File: src/rtl/rxstat_pkg.sv
package rxstat_pkg;
  // Number of error-event classes; fixed by the receiver's error taxonomy.
  localparam int unsigned RX_ERR_NUM = 3;

  // Strobes from the control section into the counter datapath.
  typedef struct packed {
    logic                  byteClr;
    logic                  byteInc;
    logic [RX_ERR_NUM-1:0] errInc;
    logic [RX_ERR_NUM-1:0] errClr;
    logic                  missInc;
    logic                  missClr;
  } ctrlStrobes_t;
endpackage

File: src/rtl/rxstatSatCounter.sv
module rxstatSatCounter #(
  parameter int unsigned W = 8
) (
  input  logic         clk,
  input  logic         rstN,
  input  logic         inc,
  input  logic         clr,
  output logic [W-1:0] count
);
  localparam logic [W-1:0] MAX_VAL = {W{1'b1}};
  localparam logic [W-1:0] ONE_VAL = W'(1);

  logic [W-1:0] countQ;
  logic [W-1:0] countD;

  always_comb begin
    countD = countQ;
    if (clr) begin
      countD = inc ? ONE_VAL : '0;
    end else if (inc && (countQ != MAX_VAL)) begin
      countD = countQ + ONE_VAL;
    end
  end

  always_ff @(posedge clk) begin
    if (!rstN) countQ <= '0;
    else       countQ <= countD;
  end

  assign count = countQ;

  // a full counter stays full
  p_sat_hold_r6: assert property (@(posedge clk) disable iff (!rstN)
    (countQ == MAX_VAL && inc && !clr) |=> (countQ == MAX_VAL));

  // plain clear empties the counter
  p_clear_r7: assert property (@(posedge clk) disable iff (!rstN)
    (clr && !inc) |=> (countQ == '0));

  // clear with a simultaneous event leaves exactly one
  p_clr_inc_r8: assert property (@(posedge clk) disable iff (!rstN)
    (clr && inc) |=> (countQ == ONE_VAL));

  // single step below the limit
  p_step_r5: assert property (@(posedge clk) disable iff (!rstN)
    (inc && !clr && countQ != MAX_VAL) |=> (countQ == $past(countQ) + ONE_VAL));

  // no strobe, no change
  p_idle_hold_r3: assert property (@(posedge clk) disable iff (!rstN)
    (!inc && !clr) |=> $stable(countQ));
endmodule

File: src/rtl/rxstatCtrl.sv
module rxstatCtrl
  import rxstat_pkg::*;
(
  input  logic                  clk,
  input  logic                  rstN,
  input  logic                  byteValid,
  input  logic                  frameEnd,
  input  logic [RX_ERR_NUM-1:0] errEvent,
  input  logic [RX_ERR_NUM-1:0] errRead,
  input  logic                  frameAccepted,
  input  logic                  fifoOverflow,
  input  logic                  monitorEn,
  input  logic                  missRead,
  output ctrlStrobes_t          strobes
);
  logic inFrame;

  // Frame tracking: the first byte opens a frame, frameEnd closes it.
  always_ff @(posedge clk) begin
    if (!rstN)          inFrame <= 1'b0;
    else if (frameEnd)  inFrame <= 1'b0;
    else if (byteValid) inFrame <= 1'b1;
  end

  always_comb begin
    strobes         = '0;
    strobes.byteInc = byteValid;
    strobes.byteClr = byteValid && !inFrame;
    strobes.errInc  = errEvent;
    strobes.errClr  = errRead;
    strobes.missInc = monitorEn && frameAccepted && !fifoOverflow;
    strobes.missClr = missRead;
  end

  // a frame opens only through a byte
  p_open_by_byte_r2: assert property (@(posedge clk) disable iff (!rstN)
    $rose(inFrame) |-> $past(byteValid));

  // a closing strobe always leaves the frame closed
  p_close_r3: assert property (@(posedge clk) disable iff (!rstN)
    frameEnd |=> !inFrame);
endmodule

File: src/rtl/rxstatDatapath.sv
module rxstatDatapath
  import rxstat_pkg::*;
#(
  parameter int unsigned BYTE_W    = 16,
  parameter int unsigned ERR_W     = 8,
  parameter int unsigned MISS_W    = 8,
  parameter int unsigned IRQ_LEVEL = 192
) (
  input  logic                             clk,
  input  logic                             rstN,
  input  ctrlStrobes_t                     strobes,
  output logic [BYTE_W-1:0]                byteCount,
  output logic [RX_ERR_NUM-1:0][ERR_W-1:0] errCount,
  output logic [MISS_W-1:0]                missCount,
  output logic                             irq
);
  localparam logic [ERR_W-1:0] IRQ_THR = ERR_W'(IRQ_LEVEL);

  logic [RX_ERR_NUM-1:0] overLevel;

  rxstatSatCounter #(.W(BYTE_W)) byteCnt_i (
    .clk   (clk),
    .rstN  (rstN),
    .inc   (strobes.byteInc),
    .clr   (strobes.byteClr),
    .count (byteCount)
  );

  for (genvar i = 0; i < RX_ERR_NUM; i++) begin : g_err
    rxstatSatCounter #(.W(ERR_W)) errCnt_i (
      .clk   (clk),
      .rstN  (rstN),
      .inc   (strobes.errInc[i]),
      .clr   (strobes.errClr[i]),
      .count (errCount[i])
    );
    assign overLevel[i] = (errCount[i] >= IRQ_THR);
  end

  rxstatSatCounter #(.W(MISS_W)) missCnt_i (
    .clk   (clk),
    .rstN  (rstN),
    .inc   (strobes.missInc),
    .clr   (strobes.missClr),
    .count (missCount)
  );

  assign irq = |overLevel;

  // the interrupt can only rise after an error event
  p_irq_rise_r9: assert property (@(posedge clk) disable iff (!rstN)
    $rose(irq) |-> $past(|strobes.errInc));

  // the interrupt can only fall after a counter read
  p_irq_fall_r9: assert property (@(posedge clk) disable iff (!rstN)
    $fell(irq) |-> $past(|strobes.errClr));
endmodule

File: src/rtl/rxStatCounters.sv
module rxStatCounters
  import rxstat_pkg::*;
#(
  parameter int unsigned BYTE_W    = 16,
  parameter int unsigned ERR_W     = 8,
  parameter int unsigned MISS_W    = 8,
  parameter int unsigned IRQ_LEVEL = 192
) (
  input  logic                        clk,
  input  logic                        rstN,
  input  logic                        byteValid,
  input  logic                        frameEnd,
  input  logic [RX_ERR_NUM-1:0]       errEvent,
  input  logic [RX_ERR_NUM-1:0]       errRead,
  input  logic                        frameAccepted,
  input  logic                        fifoOverflow,
  input  logic                        monitorEn,
  input  logic                        missRead,
  output logic [BYTE_W-1:0]           byteCount,
  output logic [RX_ERR_NUM*ERR_W-1:0] errCount,
  output logic [MISS_W-1:0]           missCount,
  output logic                        irq
);
  ctrlStrobes_t                     strobes;
  logic [RX_ERR_NUM-1:0][ERR_W-1:0] errLanes;

  rxstatCtrl ctrl_i (
    .clk           (clk),
    .rstN          (rstN),
    .byteValid     (byteValid),
    .frameEnd      (frameEnd),
    .errEvent      (errEvent),
    .errRead       (errRead),
    .frameAccepted (frameAccepted),
    .fifoOverflow  (fifoOverflow),
    .monitorEn     (monitorEn),
    .missRead      (missRead),
    .strobes       (strobes)
  );

  rxstatDatapath #(
    .BYTE_W    (BYTE_W),
    .ERR_W     (ERR_W),
    .MISS_W    (MISS_W),
    .IRQ_LEVEL (IRQ_LEVEL)
  ) dp_i (
    .clk       (clk),
    .rstN      (rstN),
    .strobes   (strobes),
    .byteCount (byteCount),
    .errCount  (errLanes),
    .missCount (missCount),
    .irq       (irq)
  );

  assign errCount = errLanes;

  // an overflowed frame never moves the missed counter
  p_ovf_no_count_r11: assert property (@(posedge clk) disable iff (!rstN)
    (fifoOverflow && !missRead) |=> (missCount == $past(missCount)));

  // outside monitor mode the missed counter is frozen
  p_monitor_off_r11: assert property (@(posedge clk) disable iff (!rstN)
    (!monitorEn && !missRead) |=> (missCount == $past(missCount)));

  // all clear right after reset
  p_reset_r1: assert property (@(posedge clk)
    !rstN |=> (byteCount == '0 && errCount == '0 && missCount == '0 && !irq));
endmodule

File: config.mk
export PLATFORM = sky130hd
export DESIGN_NAME = rxStatCounters
export DESIGN_NICKNAME = d
export VERILOG_FILES = /design/src/rtl/rxstat_pkg.sv /design/src/rtl/rxstatSatCounter.sv /design/src/rtl/rxstatCtrl.sv /design/src/rtl/rxstatDatapath.sv /design/src/rtl/rxStatCounters.sv
export SDC_FILE = /design/constraint.sdc
export NUM_CORES = 1
export LEC_CHECK = 0
export BUFFER_PORTS_ARGS = -buffer_cell sky130_fd_sc_hd__buf_4
export CAP_MARGIN = 10
export CORE_ASPECT_RATIO = 1.5
export CORE_MARGIN = 5
export CORE_UTILIZATION = 59
export CTS_BUF_LIST = sky130_fd_sc_hd__clkbuf_4
export DETAILED_ROUTE_END_ITERATION = 7
export GPL_TIMING_DRIVEN = 0
export HOLD_SLACK_MARGIN = 0.08
export PLACE_DENSITY = 0.95
export SETUP_SLACK_MARGIN = 0.02
export SLEW_MARGIN = 20
export SYNTH_ARGS = -nofsm -noshare
export SYNTH_HDL_FRONTEND = slang
export SYNTH_SLANG_ARGS = --single-unit
File: constraint.sdc
create_clock -name clk -period 4.2 [get_ports clk]
set_input_delay 1.05 -clock clk [delete_from_list [all_inputs] [get_ports clk]]
set_output_delay 1.05 -clock clk [all_outputs]
set_load 0.02 [all_outputs]
==> results of run 1 <==
[placed cells by master (no fill, tap or decap), types with 2 or more instances in the layout]
cell,instances
a311oi_1,3
a211oi_1,2
inv_1,10
o31ai_1,2
and3_1,6
o21a_1,3
nor2_1,35
or3_1,5
clkbuf_1,6
buf_4,63
a21oi_1,14
ha_1,5
o21ai_0,19
nand2_1,30
a31oi_1,10
clkbuf_4,7
o211ai_1,3
dfxtp_1,49
nand3_1,17
xor2_1,5
and2_1,2
xnor2_1,9
mux2i_1,6
nor3_1,14
a32o_1,2
nor2b_1,2
nand2b_1,6
and4_1,4
nand4_1,11
[how the worst max path moves through the flow]
stage	startpoint	to
after floorplan	fifoOverflow	dp_i.missCnt_i.count[0]
after global placement	fifoOverflow	dp_i.missCnt_i.count[0]
after detailed placement	fifoOverflow	dp_i.missCnt_i.count[0]
after CTS	dp_i.g_err[1].errCnt_i.count[7]	irq
after global routing	dp_i.g_err[1].errCnt_i.count[7]	irq
final	dp_i.g_err[1].errCnt_i.count[7]	irq
[power breakdown]
group	internal [mW]	switching (mW)
registers	0.470	0.00600
clock network	0.0793	0.143
logic	0.0261	0.0371
total	0.575	0.186
[flip-flops by register name (all words and copies together), names as in the netlist]
| signal | cells |
|---|---|
| dp_i.g_err.errCnt_i.count | 24 |
| dp_i.byteCnt_i.count | 16 |
| dp_i.missCnt_i.count | 8 |
| ctrl_i.inFrame | 1 |
[critical path, delay by kind of cell, from the launching register on]
kind	cells	cell delay (ps)
buffers and inverters	2	400
DFF	1	360
and+or+nand+nor	2	230
[layout make-up]
cell class,instances,area (um2)
well taps,45,56.3
clock buffers,7,52.6
inverters,10,37.5
clock inverters,1,7.51
repair buffers,61,458
plain buffers,9,48.8
flip-flops and latches,49,981
fillers,305,963
multi-input cells,228,1350
[cell usage after synthesis (all sizes together) (2+ instances only)]
cell type  count
a211oi         2
a21oi         14
a311oi         3
a31oi         10
a32o           2
and2           2
and3           6
and4           5
buf            3
clkbuf         6
dfxtp         49
ha             5
inv           10
mux2i          6
nand2         30
nand2b         6
nand3         17
nand4         12
nor2          35
nor2b          2
nor3          14
o211ai         3
o21a           3
o21ai         20
o31ai          2
or3            5
xnor2          9
xor2           5
[kinds of logic after synthesis]
group | share of synthesized area [%]
DFF | 40.5
buffers and inverters | 3.57
AOI/OAI and AO/OA | 16.2
muxes | 2.48
xor gates and xnor gates | 5.06
and+or+nand+nor | 29.6
adders and majority gates | 2.58
[layer usage]
metal  share of wire, %  vias up
met5                  0        -
met4                2.0        0
met3                6.9       14
met2                 52      101
met1                 39     1109
li1                   -     1208
==> flow_summary.toml, run 1 <==
[run_status]
status = "finished clean"

[grt]
track_usage_pct = 22.1
grt.busiest_layer = "met2"
use_met2_pct = 40.2
grt_pass1_vias = 2382
use_met3_pct = 6.99
grt_pass1_wl_um = 10200
met1_usage_pct = 23.2
grt_start_max_net_pins = 15
grt_overflow_total = 0
antenna_found_initial = 0

[layout]
synthToLayoutAreaGrowth_pct = 23.7
fin_util_pct = 75.7
n_antenna_cell = 0
layout.nets = 383
drive_above_1_share_pct = 20.5
fin_area_um2 = 3000
stdcell_count = 410

[clock_tree]
clk_pin_slew_ps = 130
clkLatencyLatePin_ps = 350
numCtsBuffers = 5
post_cts_resize_count = 0
cts_tree = "yes"
root_buffer = "clkbuf_4"
clock-sinks = 49
hold_buffers = 0
clockBufferDepth = 2
post_cts_buffers = 0
htree_levels = 2

[flow_run]
cap_violations = 0

[sta]
fmax_mhz = 416
worst_pin_slew_ps = 705
slew_headroom_pct = 52.6
post-route-period-util_pct = 57.2
setup_viol = 0
hold_violations = 0
finalClockSkew_ps = 5.52
final-max-slew-violation-count = 0
hold-worst-slack_ps = 524
fin_tns_setup_ps = 0
rsz0062_at_grt = "no"
worst_slack_ps = 1800
period_minus_slack_ps = 2400

[detailed_routing]
avgViaCountPerCell = 5.93
drt_iter0_drc = 210
ant_nets = 0
first_pass_iters = 6
routed_wl_um = 5810
drcViolationCount = 0
routedWlPerCell_um = 14.2
vias = 2432

[synthesis]
ys_warn_count = 0
syn_area_per_cell_um2 = 8.18
yosysSeqAreaShare_pct = 40.5
synth_fp_nets = 315
syn_inst = 296
async_flop_share_pct = 0
synth_top_area_share_pct = 40.5
ys_ff_latch = 49
ys_types = 42
netlist_area_um2 = 2420
synth_top_cell_by_area = "dfxtp_1"
ys.flop_type = "dfxtp_1"
synth_edf_count = 0
synth_area_leaders = "dfxtp_1 (41%), nor2_1 (5.4%), nand2_1 (4.7%)"

[critical_path]
rrSetupSlack_ps = 2300
r2r_end = "dp_i.byteCnt_i.count[11]"
end_kind = "primary output"
cp-start-kind = "flop"
crit_type = "reg -> out"
crit_chain = "clkbuf_1 > nand2_1 > nand3_1 > buf_4"
worst_ep_required_time_ps = 3150
cp_slowest_cell = "dfxtp_1"
worst_r2r_path_depth = 7
cp_data_arrival_time_ps = 1350
crit_path_max_incr_delay_ps = 360
crit_path_max_fanout = 7
timing.rr.start = "dp_i.byteCnt_i.count[0]"

[placed_design]
place_hpwl_um = 4440
io_buffers = 61
dp_cells = 402
place_congestion = 0.891
dpl_cell_area_um2 = 2940
post-place-ws_ps = 1860

[floorplanning]
die_w_um = 62.3
die_area_um2 = 5510
rows = 28
die_h_um = 88.5
core-area_um2 = 3960
io_pins = 63
start_util_pct = 61.2

[worst_hold_path]
worstHoldEndpoint = "dp_i.byteCnt_i.count[1]"
min_path_cells = 2
min_from = "dp_i.byteCnt_i.count[1]"
hold_path_class = "reg -> reg"

[power]
power_density_nw_per_um2 = 254
power.total_mw = 0.761
p_leak_nw = 1.17
peakVddDrop_mv = 0.277
(Power assumes the default switching activity.)
==> run 2: changes to the inputs <==
--- a/config.mk
+++ b/config.mk
@@ -9,12 +9,12 @@
 export CAP_MARGIN = 10
 export CORE_ASPECT_RATIO = 1.5
 export CORE_MARGIN = 5
-export CORE_UTILIZATION = 59
+export CORE_UTILIZATION = 54
 export CTS_BUF_LIST = sky130_fd_sc_hd__clkbuf_4
 export DETAILED_ROUTE_END_ITERATION = 7
 export GPL_TIMING_DRIVEN = 0
 export HOLD_SLACK_MARGIN = 0.08
-export PLACE_DENSITY = 0.95
+export PLACE_DENSITY = 0.89
 export SETUP_SLACK_MARGIN = 0.02
 export SLEW_MARGIN = 20
 export SYNTH_ARGS = -nofsm -noshare
==> constraint.sdc (replaced) <==
create_clock -name clk -period 2.51 [get_ports clk]
set_input_delay 0.6275 -clock clk [delete_from_list [all_inputs] [get_ports clk]]
set_output_delay 0.6275 -clock clk [all_outputs]
set_load 0.02 [all_outputs]
==> flow_summary.toml, run 2 (same netlist as run 1, synthesis figures left out) <==
[critical_path]
crit_family = "buffers and inverters"
worst_r2r_path_depth = 8
end_kind = "primary output"
cp_slowest_cell = "dfxtp_1"
timing.rr.start = "dp_i.byteCnt_i.count[0]"
r2r_end = "dp_i.byteCnt_i.count[10]"
rrSetupSlack_ps = 650
cp_data_arrival_time_ps = 1280
critPathBufInv = 2
crit_path_max_incr_delay_ps = 350
cp-start-kind = "flop"
crit_chain = "clkbuf_1 > nand2_1 > nand3_1 > buf_4"
worst_ep_required_time_ps = 1880
crit_type = "reg -> out"
crit_path_max_fanout = 7

[layout]
fin_area_um2 = 2990
fillCellCount = 369
drive_above_1_share_pct = 20.1
n_antenna_cell = 0
stdcell_count = 410
layout.nets = 383
multi_input_area_um2 = 1350
layout_common_cells = "buf_4 (63), dfxtp_1 (49), nor2_1 (35), nand2_1 (30), o21ai_0 (19)"
fin_util_pct = 69.7
layout_commonest_cell = "buf_4"
largest_register_ffs = 24
register_area_um2 = 981
synthToLayoutAreaGrowth_pct = 23.3

[floorplanning]
core-area_um2 = 4280
die_w_um = 64.7
start_util_pct = 56.5
die_area_um2 = 5950
die_h_um = 92.0
io_pins = 63
rows = 29

[detailed_routing]
vias = 2434
ant_nets = 0
avgViaCountPerCell = 5.94
routed_wl_um = 5720
routedWlPerCell_um = 14.0
drcViolationCount = 0
first_pass_iters = 5
drt_iter0_drc = 159

[placed_design]
dpl_cell_area_um2 = 2940
place_congestion = 0.917
place_hpwl_um = 4320
dp_cells = 403
io_buffers = 61
post-place-ws_ps = 638

[grt]
antenna_found_initial = 0
grt_pass1_wl_um = 10000
grt_start_max_net_pins = 14
track_usage_pct = 20.5
grt_pass1_vias = 2279
grt_overflow_total = 0

[worst_hold_path]
worstHoldEndpoint = "ctrl_i.inFrame"
min_path_cells = 2
min_from = "frameEnd"
hold_path_class = "in -> reg"

[clock_tree]
clk_pin_slew_ps = 130
post_cts_buffers = 0
clockBufferDepth = 2
cts_tree = "yes"
hold_buffers = 0
clkLatencyLatePin_ps = 350
root_buffer = "clkbuf_4"
clock-sinks = 49
htree_levels = 2
post_cts_resize_count = 0
numCtsBuffers = 5

[sta]
slew_headroom_pct = 55.3
period_minus_slack_ps = 1910
setup_viol = 0
worst_pin_slew_ps = 665
post-route-period-util_pct = 76.0
worst_slack_ps = 602
finalClockSkew_ps = 4.57
fmax_mhz = 524
rsz0062_at_grt = "no"
fin_tns_setup_ps = 0
final-max-slew-violation-count = 0
hold_violations = 0

[flow_run]
cap_violations = 0

[power]
peakVddDrop_mv = 0.406
power_density_nw_per_um2 = 417
p_leak_nw = 1.16

[run_status]
status = "finished clean"
-- run 2: cell types whose count changed in the layout (fill, tap and decap cells not counted), sizes merged --
cell,change
clkbuf,-1
clkinv,+1
clkinvlp,-1
-- run 2: where the power goes --
| part | internal, mW | leakage (nW) | switching, mW |
|---|---|---|---|
| sequential | 0.785 | 0.396 | 0.00964 |
| combinational | 0.0436 | 0.738 | 0.0623 |
| clock | 0.113 | 0.0292 | 0.230 |
-- run 2: worst reg2reg max path, delay by kind of cell (launching register included) --
kind | cells | cell delay (ps)
and+or+nand+nor | 2 | 300
DFF | 1 | 430
AOI/OAI and AO/OA | 3 | 540
buffers and inverters | 2 | 300
adders and majority gates | 1 | 230
-- run 2: through the flow --
stage | hold slack [ps] | power [mW]
final | 422 | 1.24
after global routing | 398 | 1.30
after CTS | 415 | 1.25
after detailed placement | 499 | 0.918
after floorplan | 561 | 0.872
after global placement | 496 | 0.916
-- run 2: cell type report --
cell class | instances | area share (%)
repair buffers | 61 | 15.3
clock buffers | 6 | 1.51
plain buffers | 9 | 1.63
flip-flops and latches | 49 | 32.9
well taps | 46 | 1.93
multi-input cells | 228 | 45.3
clock inverters | 1 | 0.126
inverters | 10 | 1.26
-- run 2: worst max-delay path by stage --
stage	endpoint	cells past startpoint	from
2_1_floorplan	dp_i.byteCnt_i.count[7]	8	dp_i.byteCnt_i.count[0]
3_3_place_gp	dp_i.missCnt_i.count[0]	6	fifoOverflow
3_5_place_dp	dp_i.missCnt_i.count[0]	6	fifoOverflow
4_1_cts	irq	4	dp_i.g_err[1].errCnt_i.count[7]
5_1_grt	dp_i.byteCnt_i.count[2]	7	dp_i.byteCnt_i.count[0]
6_report	irq	4	dp_i.g_err[1].errCnt_i.count[7]
-- run 2: metal layers --
metal / track usage, % / routed length, um
met5: 0 / 0
met4: 7.05 / 80
met3: 5.13 / 383
met2: 35.6 / 2930
met1: 24.3 / 2330
==> run 3: changes to the inputs <==
--- a/config.mk
+++ b/config.mk
@@ -5,16 +5,17 @@
 export SDC_FILE = /design/constraint.sdc
 export NUM_CORES = 1
 export LEC_CHECK = 0
+export ABC_AREA = 1
 export BUFFER_PORTS_ARGS = -buffer_cell sky130_fd_sc_hd__buf_4
 export CAP_MARGIN = 10
 export CORE_ASPECT_RATIO = 1.5
 export CORE_MARGIN = 5
-export CORE_UTILIZATION = 54
+export CORE_UTILIZATION = 50
 export CTS_BUF_LIST = sky130_fd_sc_hd__clkbuf_4
 export DETAILED_ROUTE_END_ITERATION = 7
 export GPL_TIMING_DRIVEN = 0
 export HOLD_SLACK_MARGIN = 0.08
-export PLACE_DENSITY = 0.89
+export PLACE_DENSITY = 0.86
 export SETUP_SLACK_MARGIN = 0.02
 export SLEW_MARGIN = 20
 export SYNTH_ARGS = -nofsm -noshare
==> constraint.sdc (replaced) <==
create_clock -name clk -period 1.7 [get_ports clk]
set_input_delay 0.425 -clock clk [delete_from_list [all_inputs] [get_ports clk]]
set_output_delay 0.425 -clock clk [all_outputs]
set_load 0.02 [all_outputs]
==> flow_summary.toml, run 3 <==
[synthesis]
synth_top_cell_by_area = "dfxtp_1"
synth_common_cells = "nand2_1 (122), nor2_1 (54), dfxtp_1 (49)"
synth_area_leaders = "dfxtp_1 (36%), nand2_1 (17%), nor2_1 (7.5%)"
synth_fp_nets = 435
ys.flop_type = "dfxtp_1"
synth_edf_count = 0
netlist_area_um2 = 2700
syn_inst = 416
synth_top_area_share_pct = 36.4
async_flop_share_pct = 0
ys_ff_latch = 49
syn_area_per_cell_um2 = 6.48
yosysMostFrequentCell = "nand2_1"
ys_types = 25
yosysSeqAreaShare_pct = 36.4
ys_warn_count = 0

[floorplanning]
io_pins = 63
die_h_um = 100
core-area_um2 = 5200
start_util_pct = 51.8
rows = 32
die_w_um = 70.0
die_area_um2 = 6990

[grt]
grt_overflow_total = 0
use_met3_pct = 4.31
grt_pass1_vias = 2750
grt.busiest_layer = "met2"
met1_usage_pct = 21.5
use_met2_pct = 36.6
track_usage_pct = 19.9
grt_start_max_net_pins = 16
antenna_found_initial = 0
grt_pass1_wl_um = 11700

[sta]
finalClockSkew_ps = 13.4
setup_viol = 0
period_minus_slack_ps = 1570
hold_violations = 0
rsz0062_at_grt = "yes"
final-max-slew-violation-count = 0
fmax_mhz = 636
worst_pin_slew_ps = 644
post-route-period-util_pct = 92.5
worst_slack_ps = 128
slew_headroom_pct = 57.1
hold-worst-slack_ps = 205

[clock_tree]
clockBufferDepth = 2
clock-sinks = 49
numCtsBuffers = 5
clkLatencyLatePin_ps = 370
clk_pin_slew_ps = 150
hold_buffers = 0
htree_levels = 2
cts_tree = "yes"
root_buffer = "clkbuf_4"

[critical_path]
crit_type = "reg -> out"
cp_slowest_cell = "dfxtp_1"
worst_ep_required_time_ps = 1270
cp_data_arrival_time_ps = 1150
rrSetupSlack_ps = 150
worst_r2r_path_depth = 8
end_kind = "primary output"
crit_path_max_fanout = 3
cp-start-kind = "flop"
crit_chain = "nand2_1 > nand3_1 > buf_4"
crit_path_max_incr_delay_ps = 410

[layout]
layout_commonest_cell = "nand2_1"
synthToLayoutAreaGrowth_pct = 26.5
largest_register_ffs = 24
drive_above_1_share_pct = 23.9
n_antenna_cell = 0
layout_common_cells = "nand2_1 (114), buf_4 (65), nor2_1 (51), inv_1 (46), dfxtp_1 (40)"
fillCellCount = 498
layout.nets = 507

[power]
power_density_nw_per_um2 = 616
p_leak_nw = 1.37
peakVddDrop_mv = 0.515

[detailed_routing]
routed_wl_um = 6910
drt_iter0_drc = 229
vias = 2919
routedWlPerCell_um = 12.4
avgViaCountPerCell = 5.24
drcViolationCount = 0
ant_nets = 0
first_pass_iters = 4

[worst_hold_path]
hold_path_class = "in -> reg"
min_path_cells = 2

[flow_run]
cap_violations = 0

[placed_design]
post-place-ws_ps = -146
io_buffers = 62
place_congestion = 0.915
place_hpwl_um = 5330

[run_status]
status = "finished clean"
## run 3: cell count changes after synthesis, sizes merged, moves of 6 or more
cell,previous run,this run
nand2b,6,0
mux2i,6,0
xnor2,9,1
a21oi,14,43
nor3,14,4
nand4,12,5
and3,6,0
nand3,17,35
nand2,30,127
nor2,35,59
inv,10,46
clkbuf,6,0
o21ai,20,31
a31oi,10,0
## run 3: worst max-delay path, delay by kind of cell, from the launching register on
family                 cells  cell delay, ps
buffers and inverters      1             140
flip-flops                 1             410
AND/OR/NAND/NOR            2             220
## run 3: cell type report
cell class	count	area [um2]	share of cell area (%)
multi-input combinational	318	1570	46.1
timing repair buffer	65	488	14.3
tap	68	85.1	2.49
sequential	49	995	29.1
buffer	3	20.0	0.587
clock inverter	3	41.3	1.21
inverter	46	173	5.06
clock buffer	5	37.5	1.10
## run 3: cell families (layout without fill, tap and decap cells)
group,count (synthesis),in the layout,synth area share (%)
buffers and inverters,49,122,7.14
AO/OA/AOI/OAI,76,76,15.7
flip-flops,49,49,36.4
AND/OR/NAND/NOR,232,232,36.9
adder cells (fa/ha/maj),5,5,2.32
XOR/XNOR,5,5,1.62
## run 3: power by group
part | internal, mW | switching, mW
clock network | 0.305 | 0.384
registers | 1.17 | 0.0224
logic | 0.0850 | 0.139
total | 1.56 | 0.545
## run 3: path summary, 6_finish.rpt
path | to | start
hold / removal | ctrl_i.inFrame | frameEnd
hold reg to reg | dp_i.byteCnt_i.count[1] | dp_i.byteCnt_i.count[1]
setup reg to reg | dp_i.missCnt_i.count[5] | dp_i.missCnt_i.count[0]
setup / recovery | irq | dp_i.g_err[1].errCnt_i.count[7]
## run 3: repair_timing
item                                   4_1_cts  5_1_grt
endpoints found under the hold margin        0        0
setup buffers                                0        3
setup endpoints to repair                   13       40
pin swaps                                    0        1
gates resized for setup                      4       21
## run 3: metal layers
layer  vias up  wire length, um
met2        81             3640
met5         -                0
li1       1495                -
met1      1325             2700
met3        18              343
met4         0              223
## run 3: through the flow
stage	setup TNS (ps)	std cells	utilization [%]	area [um2]	power, mW
floorplan	0	416	-	2700	1.33
global placement	-1180	546	62.4	3250	1.42
detailed placement	-1280	546	62.4	3250	1.43
CTS	0	554	64.1	3340	2.11
global route	-13.6	557	65.6	3410	2.20
finish	0	557	65.6	3410	2.10
